<file path="src/rtl/cmdbuf_pkg.sv">
package cmdbuf_pkg;
  parameter int LOC_W = 3;

  typedef enum logic [1:0] {
    ST_IDLE  = 2'd0,
    ST_READY = 2'd1,
    ST_EXEC  = 2'd2,
    ST_DONE  = 2'd3
  } cb_state_e;

  localparam int RIDX_LOC_STATE = 0;
  localparam int RIDX_LOC_CTRL  = 1;
  localparam int RIDX_REQ       = 2;
  localparam int RIDX_CANCEL    = 4;
  localparam int RIDX_STS       = 3;
  localparam int RIDX_START     = 5;
endpackage

</file>
<file path="src/rtl/cmdbuf_tmo.sv">
module cmdbuf_tmo #(
  parameter int TMO_CYCLES = 1000
) (
  input  logic clk,
  input  logic rst,
  input  logic run,
  output logic expired
);
  localparam int TW = $clog2(TMO_CYCLES + 1);
  localparam logic [TW-1:0] LIMIT = TW'(TMO_CYCLES);

  logic [TW-1:0] cnt_q;

  always_ff @(posedge clk) begin
    if (rst) begin
      cnt_q <= '0;
    end else if (!run) begin
      cnt_q <= '0;
    end else if (cnt_q != LIMIT) begin
      cnt_q <= cnt_q + 1'b1;
    end
  end

  assign expired = run && (cnt_q == LIMIT);

  // the window restarts whenever no handshake is open
  p_window_clear_r8: assert property (@(posedge clk) disable iff (rst)
    !run |=> (cnt_q == '0));
endmodule

</file>
<file path="src/rtl/cmdbuf_locality.sv">
module cmdbuf_locality
  import cmdbuf_pkg::*;
#(
  parameter int NUM_LOC     = 5,
  parameter int EST_MIN_LOC = 3
) (
  input  logic             clk,
  input  logic             rst,
  input  logic             ctl_stb,
  input  logic [3:0]       ctl_data,
  input  logic [LOC_W-1:0] src_loc,
  output logic [LOC_W-1:0] active_q,
  output logic             assigned_q,
  output logic             estab_q
);
  localparam logic [LOC_W-1:0] LOC_LIMIT = LOC_W'(NUM_LOC);
  localparam logic [LOC_W-1:0] EST_MIN   = LOC_W'(EST_MIN_LOC);

  logic src_ok;
  assign src_ok = (src_loc < LOC_LIMIT);

  always_ff @(posedge clk) begin
    if (rst) begin
      active_q   <= '0;
      assigned_q <= 1'b0;
      estab_q    <= 1'b0;
    end else if (ctl_stb && src_ok) begin
      if (ctl_data[3] && (src_loc >= EST_MIN)) estab_q <= 1'b1;
      if (ctl_data[1] && assigned_q && (src_loc == active_q)) begin
        assigned_q <= 1'b0;
      end else if (ctl_data[2] && assigned_q && (src_loc > active_q)) begin
        active_q <= src_loc;
      end else if (ctl_data[0] && !assigned_q) begin
        assigned_q <= 1'b1;
        active_q   <= src_loc;
      end
    end
  end

  p_owner_in_range_r9: assert property (@(posedge clk) disable iff (rst)
    assigned_q |-> (active_q < LOC_LIMIT));
  p_estab_sticky_r11: assert property (@(posedge clk) disable iff (rst)
    estab_q |=> estab_q);
  p_seize_up_only_r10: assert property (@(posedge clk) disable iff (rst)
    ($past(assigned_q) && assigned_q && (active_q != $past(active_q)))
      |-> (active_q > $past(active_q)));
endmodule

</file>
<file path="src/rtl/cmdbuf_seq.sv">
module cmdbuf_seq
  import cmdbuf_pkg::*;
(
  input  logic        clk,
  input  logic        rst,
  input  logic        req_stb,
  input  logic [1:0]  req_bits,
  input  logic        start_stb,
  input  logic        cancel_stb,
  input  logic [31:0] wdata,
  input  logic        xfer_ack,
  input  logic        exec_done,
  input  logic        tmo_expired,
  output cb_state_e   st_q,
  output logic        req_rdy_q,
  output logic        req_idle_q,
  output logic        start_q,
  output logic        cancel_q,
  output logic        fatal_q,
  output logic        xfer_req_q,
  output logic        xfer_to_idle_q,
  output logic        exec_go_q,
  output logic        exec_cancel_q
);
  logic word_one, word_zero;
  assign word_one  = (wdata == 32'd1);
  assign word_zero = (wdata == 32'd0);

  always_ff @(posedge clk) begin
    if (rst) begin
      st_q           <= ST_IDLE;
      req_rdy_q      <= 1'b0;
      req_idle_q     <= 1'b0;
      start_q        <= 1'b0;
      cancel_q       <= 1'b0;
      fatal_q        <= 1'b0;
      xfer_req_q     <= 1'b0;
      xfer_to_idle_q <= 1'b0;
      exec_go_q      <= 1'b0;
      exec_cancel_q  <= 1'b0;
    end else begin
      exec_go_q     <= 1'b0;
      exec_cancel_q <= cancel_q && (st_q == ST_EXEC);

      if (cancel_stb) begin
        if (word_one)       cancel_q <= 1'b1;
        else if (word_zero) cancel_q <= 1'b0;
      end

      if (!fatal_q) begin
        if (req_stb) begin
          if (req_bits[0]) req_rdy_q  <= 1'b1;
          if (req_bits[1]) req_idle_q <= 1'b1;
        end

        if (xfer_req_q) begin
          if (xfer_ack) begin
            xfer_req_q <= 1'b0;
            if (xfer_to_idle_q) begin
              st_q       <= ST_IDLE;
              req_idle_q <= 1'b0;
            end else begin
              st_q      <= ST_READY;
              req_rdy_q <= 1'b0;
            end
          end else if (tmo_expired) begin
            fatal_q    <= 1'b1;
            xfer_req_q <= 1'b0;
            req_rdy_q  <= 1'b0;
            req_idle_q <= 1'b0;
          end
        end else if ((st_q != ST_EXEC) && (req_idle_q || req_rdy_q)) begin
          xfer_req_q     <= 1'b1;
          xfer_to_idle_q <= req_idle_q;
        end else if (start_stb && word_one && (st_q == ST_READY) && !req_idle_q) begin
          st_q      <= ST_EXEC;
          start_q   <= 1'b1;
          exec_go_q <= 1'b1;
        end

        if ((st_q == ST_EXEC) && exec_done) begin
          st_q    <= ST_DONE;
          start_q <= 1'b0;
        end
      end
    end
  end

  p_go_enters_exec_r4: assert property (@(posedge clk) disable iff (rst)
    exec_go_q |-> (st_q == ST_EXEC) && start_q);
  p_done_clears_start_r5: assert property (@(posedge clk) disable iff (rst)
    ((st_q == ST_EXEC) && exec_done && !fatal_q) |=> !start_q);
  p_idle_ack_r3: assert property (@(posedge clk) disable iff (rst)
    (xfer_req_q && xfer_ack && xfer_to_idle_q && !fatal_q)
      |=> (st_q == ST_IDLE) && !req_idle_q);
  p_fatal_sticky_r8: assert property (@(posedge clk) disable iff (rst)
    fatal_q |=> fatal_q && !exec_go_q && !xfer_req_q);
  p_no_xfer_in_exec_r2: assert property (@(posedge clk) disable iff (rst)
    xfer_req_q |-> (st_q != ST_EXEC));
endmodule

</file>
<file path="src/rtl/cmdbuf_ctrl_top.sv">
module cmdbuf_ctrl_top
  import cmdbuf_pkg::*;
#(
  parameter int ADDR_W     = 4,
  parameter int TMO_CYCLES = 1000,
  parameter int NUM_LOC    = 5
) (
  input  logic              clk,
  input  logic              rst,
  input  logic              wr_en,
  input  logic [ADDR_W-1:0] wr_addr,
  input  logic [31:0]       wr_data,
  input  logic [LOC_W-1:0]  wr_loc,
  input  logic              rd_en,
  input  logic [ADDR_W-1:0] rd_addr,
  output logic [31:0]       rd_data,
  output logic              xfer_req,
  output logic              xfer_to_idle,
  input  logic              xfer_ack,
  output logic              exec_go,
  input  logic              exec_done,
  output logic              exec_cancel
);
  logic loc_stb, req_stb, start_stb, cancel_stb;
  assign loc_stb    = wr_en && (wr_addr == ADDR_W'(RIDX_LOC_CTRL));
  assign req_stb    = wr_en && (wr_addr == ADDR_W'(RIDX_REQ));
  assign start_stb  = wr_en && (wr_addr == ADDR_W'(RIDX_START));
  assign cancel_stb = wr_en && (wr_addr == ADDR_W'(RIDX_CANCEL));

  cb_state_e        st_q;
  logic             req_rdy_q, req_idle_q, start_q, cancel_q, fatal_q;
  logic             tmo_expired;
  logic [LOC_W-1:0] active_q;
  logic             assigned_q, estab_q;

  cmdbuf_seq u_seq (
    .clk            (clk),
    .rst            (rst),
    .req_stb        (req_stb),
    .req_bits       (wr_data[1:0]),
    .start_stb      (start_stb),
    .cancel_stb     (cancel_stb),
    .wdata          (wr_data),
    .xfer_ack       (xfer_ack),
    .exec_done      (exec_done),
    .tmo_expired    (tmo_expired),
    .st_q           (st_q),
    .req_rdy_q      (req_rdy_q),
    .req_idle_q     (req_idle_q),
    .start_q        (start_q),
    .cancel_q       (cancel_q),
    .fatal_q        (fatal_q),
    .xfer_req_q     (xfer_req),
    .xfer_to_idle_q (xfer_to_idle),
    .exec_go_q      (exec_go),
    .exec_cancel_q  (exec_cancel)
  );

  cmdbuf_tmo #(.TMO_CYCLES(TMO_CYCLES)) u_tmo (
    .clk     (clk),
    .rst     (rst),
    .run     (xfer_req),
    .expired (tmo_expired)
  );

  cmdbuf_locality #(.NUM_LOC(NUM_LOC), .EST_MIN_LOC(3)) u_loc (
    .clk        (clk),
    .rst        (rst),
    .ctl_stb    (loc_stb),
    .ctl_data   (wr_data[3:0]),
    .src_loc    (wr_loc),
    .active_q   (active_q),
    .assigned_q (assigned_q),
    .estab_q    (estab_q)
  );

  logic [31:0]      rd_mux;
  logic [LOC_W-1:0] shown_loc;
  assign shown_loc = assigned_q ? active_q : '0;

  always_comb begin
    rd_mux = '0;
    case (rd_addr)
      ADDR_W'(RIDX_LOC_STATE): rd_mux = {24'd0, 1'b1, 2'b00, shown_loc, assigned_q, estab_q};
      ADDR_W'(RIDX_REQ):       rd_mux = {30'd0, req_idle_q, req_rdy_q};
      ADDR_W'(RIDX_STS):       rd_mux = {30'd0, (st_q == ST_IDLE), fatal_q};
      ADDR_W'(RIDX_CANCEL):    rd_mux = {31'd0, cancel_q};
      ADDR_W'(RIDX_START):     rd_mux = {31'd0, start_q};
      default:                 rd_mux = '0;
    endcase
  end

  always_ff @(posedge clk) begin
    if (rst)        rd_data <= '0;
    else if (rd_en) rd_data <= rd_mux;
  end

  p_cancel_only_exec_r7: assert property (@(posedge clk) disable iff (rst)
    exec_cancel |-> $past(cancel_q) && ($past(st_q) == ST_EXEC));
endmodule

</file>
<file path="config.mk">
export PLATFORM = sky130hd
export DESIGN_NAME = cmdbuf_ctrl_top
export DESIGN_NICKNAME = d
export VERILOG_FILES = /design/src/rtl/cmdbuf_pkg.sv /design/src/rtl/cmdbuf_tmo.sv /design/src/rtl/cmdbuf_locality.sv /design/src/rtl/cmdbuf_seq.sv /design/src/rtl/cmdbuf_ctrl_top.sv
export SDC_FILE = /design/constraint.sdc
export NUM_CORES = 1
export LEC_CHECK = 0
export ABC_AREA = 1
export BUFFER_PORTS_ARGS = -buffer_cell sky130_fd_sc_hd__buf_4
export CAP_MARGIN = 25
export CORE_UTILIZATION = 55
export CTS_BUF_LIST = sky130_fd_sc_hd__clkbuf_8
export DETAILED_ROUTE_END_ITERATION = 10
export GPL_TIMING_DRIVEN = 0
export PLACE_DENSITY = 0.89
export SETUP_SLACK_MARGIN = 0.3
export SYNTH_ARGS = -nofsm -noshare
export SYNTH_HDL_FRONTEND = slang
export SYNTH_HIERARCHICAL = 1
export SYNTH_SLANG_ARGS = --single-unit
</file>
<file path="constraint.sdc">
create_clock -name clk -period 2.7 [get_ports clk]
set_input_delay 0.54 -clock clk [delete_from_list [all_inputs] [get_ports clk]]
set_output_delay 0.54 -clock clk [all_outputs]
set_load 0.03 [all_outputs]
</file>
==> metrics.txt, run 1 <==
status finished, final reports clean; DRT Pass-1 Iters 4; crit-path cells inv_1, ha_1, nand2_1, nor2_2, nand3_2, nor2_1, o21ai_0, a211oi_1, a211oi_1; vias in the first global route 2173; global-route wire length before repair 8.47 mm; Worst path max stage delay 0.40 ns; die footprint 4260 µm²; Max Transition Viols Final 0; Clk pin slew, worst setup/hold paths 0.07 ns; IO Port Bufs 58; initial antenna violation count 0; Synth Area in Adders 2.84%; Rows 22; Final min period 1.76 ns; commonest cells after routing, fill and taps aside buf_4, nand2_1, inv_1; Final setup viols 0; placed insts 468; max-cap violation count 0; met3 Use GR 5.03%; hold_buf cts 0; GPL Wtd Cong 0.875; worst hold margin 0.457 ns; Ys Warns 6; Fin. Hold Viols 0; Synth cell types 31; main combinational cell family by area after synthesis simple AND/OR/NAND/NOR gates; post-DP HPWL 3.83 mm; I/O pin count 85; Worst Skew 0.00799 ns; post-synthesis xor/xnor area fraction 0.796%; met2 Use GR 48.2%; Seq/Total Area, Yosys 29.1%; Critical Path RT 2.87 ns; Power Density 410 nW/µm²; Die Y 65.3 µm; worst min path class reg2reg; startpoint types register; Routed WL 4.80 mm; CP max FO 4; most used cell, CP a211oi_1; initial drt markers 91; VDD IR max 320 µV; largest net degree at the start of global routing 15; # H-tree levels 2; Overflow after GRT 0; Worst Path Arrival 1.93 ns; syn avg cell area 6.53 µm²; Final Core Density 77.9%; WL/cell 10.1 µm; Compound-Gate Fraction of Synth Area 11.6%; Antenna Diode Count 0; Async SR Flop Fraction 0%; Layout Cell Area excl Fill 2920 µm²; total vias in the final route 2232; Post-layout nets 481; critical path endpoint category register; all-layer global routing usage 25.5%; Yosys reg bits 32; crit path max-delay cell type dfxtp_1; Clock Latency Late Sink 0.29 ns; Num CTS Buffers 5; post-route insts no fill 476; unrepaired setup endpoints after global routing false; GR Util met1 27.0%; Root Driver clkbuf_8; placed cell areas 2790 µm²; Setup Total Neg Slack 0 ns; mux cell area share after synthesis 0%; post-cts resize count 0; Max Buffers Root-to-Sink 2; Chip Width 65.3 µm; CTS tree done; synthesized netlist cell count 337; Fmax achieved 0.569 GHz; clock sink count 32; Post-CTS Setup Inserts 0; area delta synth->final 32.5%; Final ANT Viol Nets 0; Post-synth EDFFs 0; commonest non-fill, non-tap cell in the layout buf_4; vias per inst 4.69; Initial Utilization 58.8%; P_leak 1.43 nW; crit share post-route 65.1%; layout cells sized above 1 29.7%; Main synth FF type dfxtp_1; Simple-Gate Fraction of Synth Area 35.5%; core outline area 3740 µm²; area of the mapped netlist 2200 µm²; Setup CP Type reg2reg; gr busiest metal met2; # DRC 0
==> metrics by stage <==
| step | setup WS (ns) | total power [mW] |
|---|---|---|
| after floorplan | 1.26 | 0.627 |
| after global placement | 0.955 | 0.701 |
| after detailed placement | 0.939 | 0.706 |
| after CTS | 0.939 | 1.20 |
| after global routing | 0.842 | 1.24 |
| final | 0.943 | 1.20 |
==> synth_stat cells, types with 3 or more instances <==
cell type / instances / area, µm²
ha_1: 5 / 62.6
nor2_4: 3 / 33.8
a21oi_1: 23 / 115
dfxtp_1: 32 / 641
nor3_1: 3 / 15.0
nand3_1: 25 / 125
buf_4: 26 / 195
inv_2: 9 / 33.8
o21ai_0: 9 / 45.0
nor2_2: 10 / 62.6
nor2_1: 34 / 128
nand4_1: 10 / 62.6
nand2_2: 5 / 31.3
inv_1: 56 / 210
nand3_2: 4 / 40.0
nand2_1: 64 / 240
==> registers in the layout (all words and copies together) (netlist names) <==
register	flops
rd_data	6
u_loc/active_q	3
u_loc/assigned_q	1
u_loc/estab_q	1
u_seq/cancel_q	1
u_seq/exec_cancel_q	1
u_seq/exec_go_q	1
u_seq/fatal_q	1
u_seq/req_idle_q	1
u_seq/req_rdy_q	1
u_seq/st_q	2
u_seq/start_q	1
u_seq/xfer_req_q	1
u_seq/xfer_to_idle_q	1
u_tmo/cnt_q	10
==> worst paths after layout <==
kind | to | startpoint | cells after the start | slack [ns]
setup / recovery | u_seq/req_rdy_q | u_tmo/cnt_q[0] | 9 | 0.94
hold / removal | u_seq/start_q | u_seq/start_q | 2 | 0.46
setup reg to reg | u_seq/req_rdy_q | u_tmo/cnt_q[0] | 9 | 0.94
hold reg to reg | u_seq/start_q | u_seq/start_q | 2 | 0.46
==> critical path: cells and delay by family (launching register included) <==
family	cells	cell delay (ns)
fa+ha+maj	1	0.21
simple gates	4	0.30
flops	1	0.40
compound gates	3	0.65
buf+inv	1	0.08
==> cell type report <==
cell class / instances / area (µm²)
Multi-Input combinational cell: 239 / 1210
Fill cell: 290 / 827
Sequential cell: 32 / 641
Timing Repair Buffer: 58 / 435
Inverter: 65 / 244
Buffer: 26 / 195
Clock buffer: 7 / 96.3
Tap cell: 48 / 60.1
Clock inverter: 1 / 30.0
==> power by group <==
part	switching (mW)	leakage [nW]	total (mW)	internal, mW
Sequential	0.00478	0.258	0.481	0.476
Combinational	0.122	1.11	0.218	0.0959
Clock	0.173	0.0645	0.499	0.325
Total	0.300	1.43	1.20	0.897
==> routing by layer <==
metal | share of wire (%) | vias up
li1 | - | 1192
met1 | 42 | 977
met2 | 53 | 58
met3 | 4.7 | 5
met4 | 0.90 | 0
met5 | 0 | -
==> cells by family (layout without fill, tap and decap cells) <==
group           count (synthesis)  after routing
xor+xnor                        2              2
other cells                     1             26
compound gates                 42             42
buf+inv                        91            157
flops                          32             32
fa+ha+maj                       5              5
simple gates                  164            164
No activity file was read; power rests on OpenSTA's default activity.
==> run 2: changes to the inputs <==
--- a/config.mk
+++ b/config.mk
@@ -8,11 +8,11 @@
 export ABC_AREA = 1
 export BUFFER_PORTS_ARGS = -buffer_cell sky130_fd_sc_hd__buf_4
 export CAP_MARGIN = 25
-export CORE_UTILIZATION = 55
+export CORE_UTILIZATION = 51
 export CTS_BUF_LIST = sky130_fd_sc_hd__clkbuf_8
 export DETAILED_ROUTE_END_ITERATION = 10
 export GPL_TIMING_DRIVEN = 0
-export PLACE_DENSITY = 0.89
+export PLACE_DENSITY = 0.83
 export SETUP_SLACK_MARGIN = 0.3
 export SYNTH_ARGS = -nofsm -noshare
 export SYNTH_HDL_FRONTEND = slang
==> constraint.sdc (replaced) <==
create_clock -name clk -period 1.74 [get_ports clk]
set_input_delay 0.348 -clock clk [delete_from_list [all_inputs] [get_ports clk]]
set_output_delay 0.348 -clock clk [all_outputs]
set_load 0.03 [all_outputs]
==> metrics.txt, run 2 (same netlist as run 1, synthesis figures left out) <==
GPL Wtd Cong 0.820 (-6.3%); DRT Pass-1 Iters 4 (unchanged); Clock Latency Late Sink 0.28 ns (about the same); Critical Path RT 1.90 ns (-0.97 ns); Rows 23 (+4.5%); total vias in the final route 2359 (+5.7%); core outline area 4060 µm² (+8.4%); Num CTS Buffers 5 (unchanged); Final Core Density 76.1% (-1.8 points); vias in the first global route 2156 (-0.78%); Max Buffers Root-to-Sink 2 (unchanged); area delta synth->final 40.3%; Chip Width 67.7 µm (+3.7%); Setup Total Neg Slack 0 ns (unchanged); most flop-heavy register u_tmo/cnt_q; worst hold margin 0.361 ns (-0.0956 ns); Antenna Diode Count 0 (unchanged); max-cap violation count 0 (unchanged); Setup CP Type reg2reg; Fin. Hold Viols 0 (unchanged); Final min period 1.45 ns (-0.312 ns); Final setup viols 0 (unchanged); Overflow after GRT 0 (unchanged); Worst Path Arrival 1.60 ns (-0.33 ns); post-route insts no fill 488 (+2.5%); area of the multi-input gates 1330 µm² (+9.8%); Initial Utilization 54.2% (-4.6 points); Root Driver clkbuf_8; worst min path class in2reg; vias per inst 4.83 (+3.1%); Routed WL 5.59 mm (+16%); global-route wire length before repair 8.71 mm (+2.8%); commonest non-fill, non-tap cell in the layout buf_4; Max Transition Viols Final 0 (unchanged); fill count 331 (+14%); I/O pin count 85 (unchanged); CP max FO 3 (-1); Fmax achieved 0.692 GHz (+22%); Clk pin slew, worst setup/hold paths 0.07 ns (about the same); P_leak 1.50 nW (+5.0%); Die Y 67.7 µm (+3.7%); hold_buf cts 0 (unchanged); FF/Latch Area 646 µm² (+0.78%); die footprint 4580 µm² (+7.6%); Power Density 524 nW/µm² (+28%); Worst Skew 0.00966 ns (+0.00167 ns); initial drt markers 111 (+22%); max FFs per register 10 (unchanged); crit share post-route 83.1% (+18 points); critical path endpoint category register; Post-layout nets 492 (+2.3%); post-DP HPWL 3.96 mm (+3.3%); layout cells sized above 1 35.6% (+5.9 points); largest net degree at the start of global routing 15 (unchanged); clock sink count 32 (unchanged); VDD IR max 421 µV (+32%); unrepaired setup endpoints after global routing true; commonest cells after routing, fill and taps aside buf_4, nand2_1, inv_1; # DRC 0 (unchanged); status finished, final reports clean; top flop regs u_tmo/cnt_q: 10 flops, rd_data: 6 flops, u_loc/active_q: 3 flops; CTS tree done; initial antenna violation count 0 (unchanged); IO Port Bufs 58 (unchanged); # H-tree levels 2 (unchanged); all-layer global routing usage 25.1% (-0.40 points); placed insts 470 (+0.43%); WL/cell 11.4 µm (+13%); startpoint types register; Final ANT Viol Nets 0 (unchanged)
## run 2: changes by cell type in the layout (fill, tap and decap cells not counted), sizes merged
cell / delta
buf: +11
bufinv: -1
clkbuf: -2
clkinv: +1
inv: +1
## run 2: report_power, final
part / total [mW] / switching (mW) / internal, mW / leakage [nW]
sequential: 0.746 / 0.00755 / 0.739 / 0.260
combinational: 0.357 / 0.199 / 0.158 / 1.20
clock: 0.516 / 0.251 / 0.265 / 0.0452
total: 1.62 / 0.457 / 1.16 / 1.50
## run 2: metrics by stage
| step | instance area [µm²] | power (mW) | setup WS, ns |
|---|---|---|---|
| 2_1_floorplan | 2290 | 0.973 | 0.351 |
| 3_3_place_gp | 2790 | 1.09 | 0.127 |
| 3_5_place_dp | 2790 | 1.10 | 0.118 |
| 4_1_cts | 2950 | 1.61 | 0.268 |
| 5_1_grt | 3090 | 1.70 | 0.241 |
| 6_report | 3090 | 1.62 | 0.294 |
## run 2: layout make-up
class / count / area share (%)
timing repair buffer: 69 / 17.1
clock buffer: 5 / 2.23
clock inverter: 2 / 0.284
inverter: 65 / 7.90
multi-input combinational: 239 / 43.2
tap: 50 / 2.03
sequential: 32 / 20.9
buffer: 26 / 6.32
## run 2: path summary, 6_finish.rpt
kind | from | to | slack, ns | depth (start not counted)
max | u_tmo/cnt_q[1] | u_seq/req_rdy_q | 0.29 | 9
min | rst | u_seq/fatal_q | 0.36 | 2
min reg2reg | rd_data[7] | rd_data[7] | 0.47 | 2
max reg2reg | u_tmo/cnt_q[1] | u_seq/req_rdy_q | 0.29 | 9
## run 2: routing by layer
metal,share of wire (%),wire length [µm],track usage (%)
met2,53,2940,47.3
met4,2.0,114,8.78
met3,4.6,255,4.73
met5,0,0,0
met1,41,2270,27.3
## run 2: critical path: stages, from the launching register on
cell	delay (ns)
dfxtp_2	0.33
inv_2	0.07
ha_4	0.14
nand2_4	0.05
nor2_4	0.13
nand3_4	0.10
nor2_4	0.14
o21ai_4	0.09
a211oi_2	0.21
a211oi_2	0.05
## run 2: what timing repair did
action,in CTS,in global routing
setup endpoints to repair,5,10
pin swaps,5,10
buffers inserted,8,3
resized for setup,12,21
==> run 3: changes to the inputs <==
==> constraint.sdc (replaced) <==
create_clock -name clk -period 1.34 [get_ports clk]
set_input_delay 0.268 -clock clk [delete_from_list [all_inputs] [get_ports clk]]
set_output_delay 0.268 -clock clk [all_outputs]
set_load 0.03 [all_outputs]
==> metrics.txt, run 3 (same netlist as run 1, synthesis figures left out) <==
Root Driver clkbuf_8; met1 WL 2.55 mm (+12%); I/O pin count 85 (unchanged); Clock Latency Late Sink 0.28 ns (about the same); global-route wire length before repair 8.49 mm (-2.5%); Layout Cell Area excl Fill 3570 µm² (+16%); hold_buf cts 0 (unchanged); Setup CP Type reg2reg; P_leak 1.62 nW (+8.0%); status finished with violations; vias per inst 4.90 (+1.5%); crit path max-delay cell type dfxtp_2; Worst Skew 0.00606 ns (-0.00361 ns); most flop-heavy register u_tmo/cnt_q; largest net degree at the start of global routing 15 (unchanged); placed cell areas 2850 µm² (+1.9%); post-place setup slack -0.199 ns (-0.317 ns); all-layer global routing usage 24.4% (-0.70 points); Post-layout nets 508 (+3.3%); commonest non-fill, non-tap cell in the layout buf_4; Die Y 67.7 µm (unchanged); layout cells sized above 1 51.0% (+15 points); startpoint types register; CP max FO 3 (unchanged); Final setup viols 6 (+6); max FFs per register 10 (unchanged); initial drt markers 146 (+32%); Power Density 674 nW/µm² (+29%); area delta synth->final 62.4%; clock sink count 32 (unchanged); Clk pin slew, worst setup/hold paths 0.07 ns (about the same); fill count 215 (-35%); initial antenna violation count 0 (unchanged); unrepaired setup endpoints after global routing true; Antenna Diode Count 0 (unchanged); critical path endpoint category register; Chip Width 67.7 µm (unchanged); die footprint 4580 µm² (unchanged); Final min period 1.48 ns (+0.0365 ns); Fmax achieved 0.675 GHz (-2.5%); Max Transition Viols Final 0 (unchanged); failing checks negative setup slack; crit-path cells inv_2, ha_4, nand2_4, nor2_4, nand3_4, nor2_4, o21ai_4, a211oi_2, a211oi_1; max-cap violation count 0 (unchanged); CTS tree done; CP bufs+invs 1 (unchanged); Routed WL 6.55 mm (+17%); Final Core Density 88.1% (+12 points); met3 routed WL 273 µm (+7.1%); Setup Total Neg Slack -0.562 ns (-0.562 ns); most used cell, CP nor2_4; commonest cells after routing, fill and taps aside buf_4, nand2_1, inv_1; Num CTS Buffers 5 (unchanged); Final ANT Viol Nets 0 (unchanged); min setup slack post-route -0.142 ns (-0.437 ns); DRT Pass-1 Iters 4 (unchanged); vias in the first global route 2120 (-1.7%); Worst path max stage delay 0.33 ns (about the same); critical path's top delay family simple AND/OR/NAND/NOR gates; Max Buffers Root-to-Sink 2 (unchanged); GPL Wtd Cong 0.848 (+3.4%); Worst Path Arrival 1.65 ns (+0.05 ns); post-DP HPWL 3.76 mm (-5.0%); Fin. Hold Viols 0 (unchanged); Critical Path RT 1.51 ns (-0.39 ns); IO Port Bufs 58 (unchanged); VDD IR max 380 µV (-9.8%); total vias in the final route 2477 (+5.0%); WL/cell 13.0 µm (+13%); crit share post-route 111% (+28 points); Rows 23 (unchanged); core outline area 4060 µm² (unchanged); Overflow after GRT 0 (unchanged); # H-tree levels 2 (unchanged); routed length on met2 3.48 mm (+18%); # DRC 0 (unchanged); Initial Utilization 54.2% (unchanged); worst min path class in2reg; DR top layer met4; top flop regs u_tmo/cnt_q: 10 flops, rd_data: 6 flops, u_loc/active_q: 3 flops
## run 3: cell types whose count changed in the layout (fill, tap and decap cells not counted), sizes merged
cell | previous run | this run
buf | 95 | 111
bufinv | 0 | 1
## run 3: layout make-up
type / instances / area, µm² / area share, %
multi-input combinational: 239 / 1570 / 43.9
timing repair buffer: 85 / 707 / 19.8
sequential: 32 / 677 / 18.9
inverter: 65 / 254 / 7.11
buffer: 26 / 195 / 5.46
clock buffer: 5 / 68.8 / 1.93
tap: 50 / 62.6 / 1.75
clock inverter: 3 / 41.3 / 1.16
## run 3: where the power goes
part / switching (mW) / total, mW / leakage (nW) / internal (mW)
Sequential: 0.0152 / 0.967 / 0.269 / 0.952
Combinational: 0.297 / 0.535 / 1.29 / 0.238
Clock: 0.356 / 0.907 / 0.0585 / 0.551
## run 3: layer usage
metal  vias up  track usage (%)
li1       1242                -
met1      1124             27.0
met2        86             44.4
met3        25             4.05
met4         0             11.4
met5         -                0
## run 3: through the flow
| step | hold WS [ns] | cells | power (mW) |
|---|---|---|---|
| floorplan | 0.327 | 362 | 1.27 |
| global placement | 0.449 | 470 | 1.42 |
| detailed placement | 0.451 | 470 | 1.43 |
| CTS | 0.241 | 491 | 2.36 |
| global route | 0.286 | 505 | 2.50 |
| finish | 0.278 | 505 | 2.41 |
## run 3: worst reg2reg max path: stages (launching register included)
cell      delay, ns
dfxtp_2        0.33
inv_2          0.08
ha_4           0.14
nand2_4        0.05
nor2_4         0.14
nand3_4        0.11
nor2_4         0.14
o21ai_4        0.09
a211oi_2       0.23
a211oi_1       0.08
## run 3: path summary, 6_finish.rpt
kind                  start              end  slack (ns)  cells past startpoint
max reg2reg  u_tmo/cnt_q[1]  u_seq/req_rdy_q       -0.14                      9
max          u_tmo/cnt_q[1]  u_seq/req_rdy_q       -0.14                      9
min              wr_data[3]    u_loc/estab_q        0.28                      3
min reg2reg      rd_data[3]       rd_data[3]        0.48                      2
## run 3: repair_timing
item,4_1_cts,5_1_grt
setup endpoints to repair,26,34
resized for setup,36,70
cloned,0,0
hold endpoints to repair,0,0
pin swaps,17,39
setup buffers,13,14
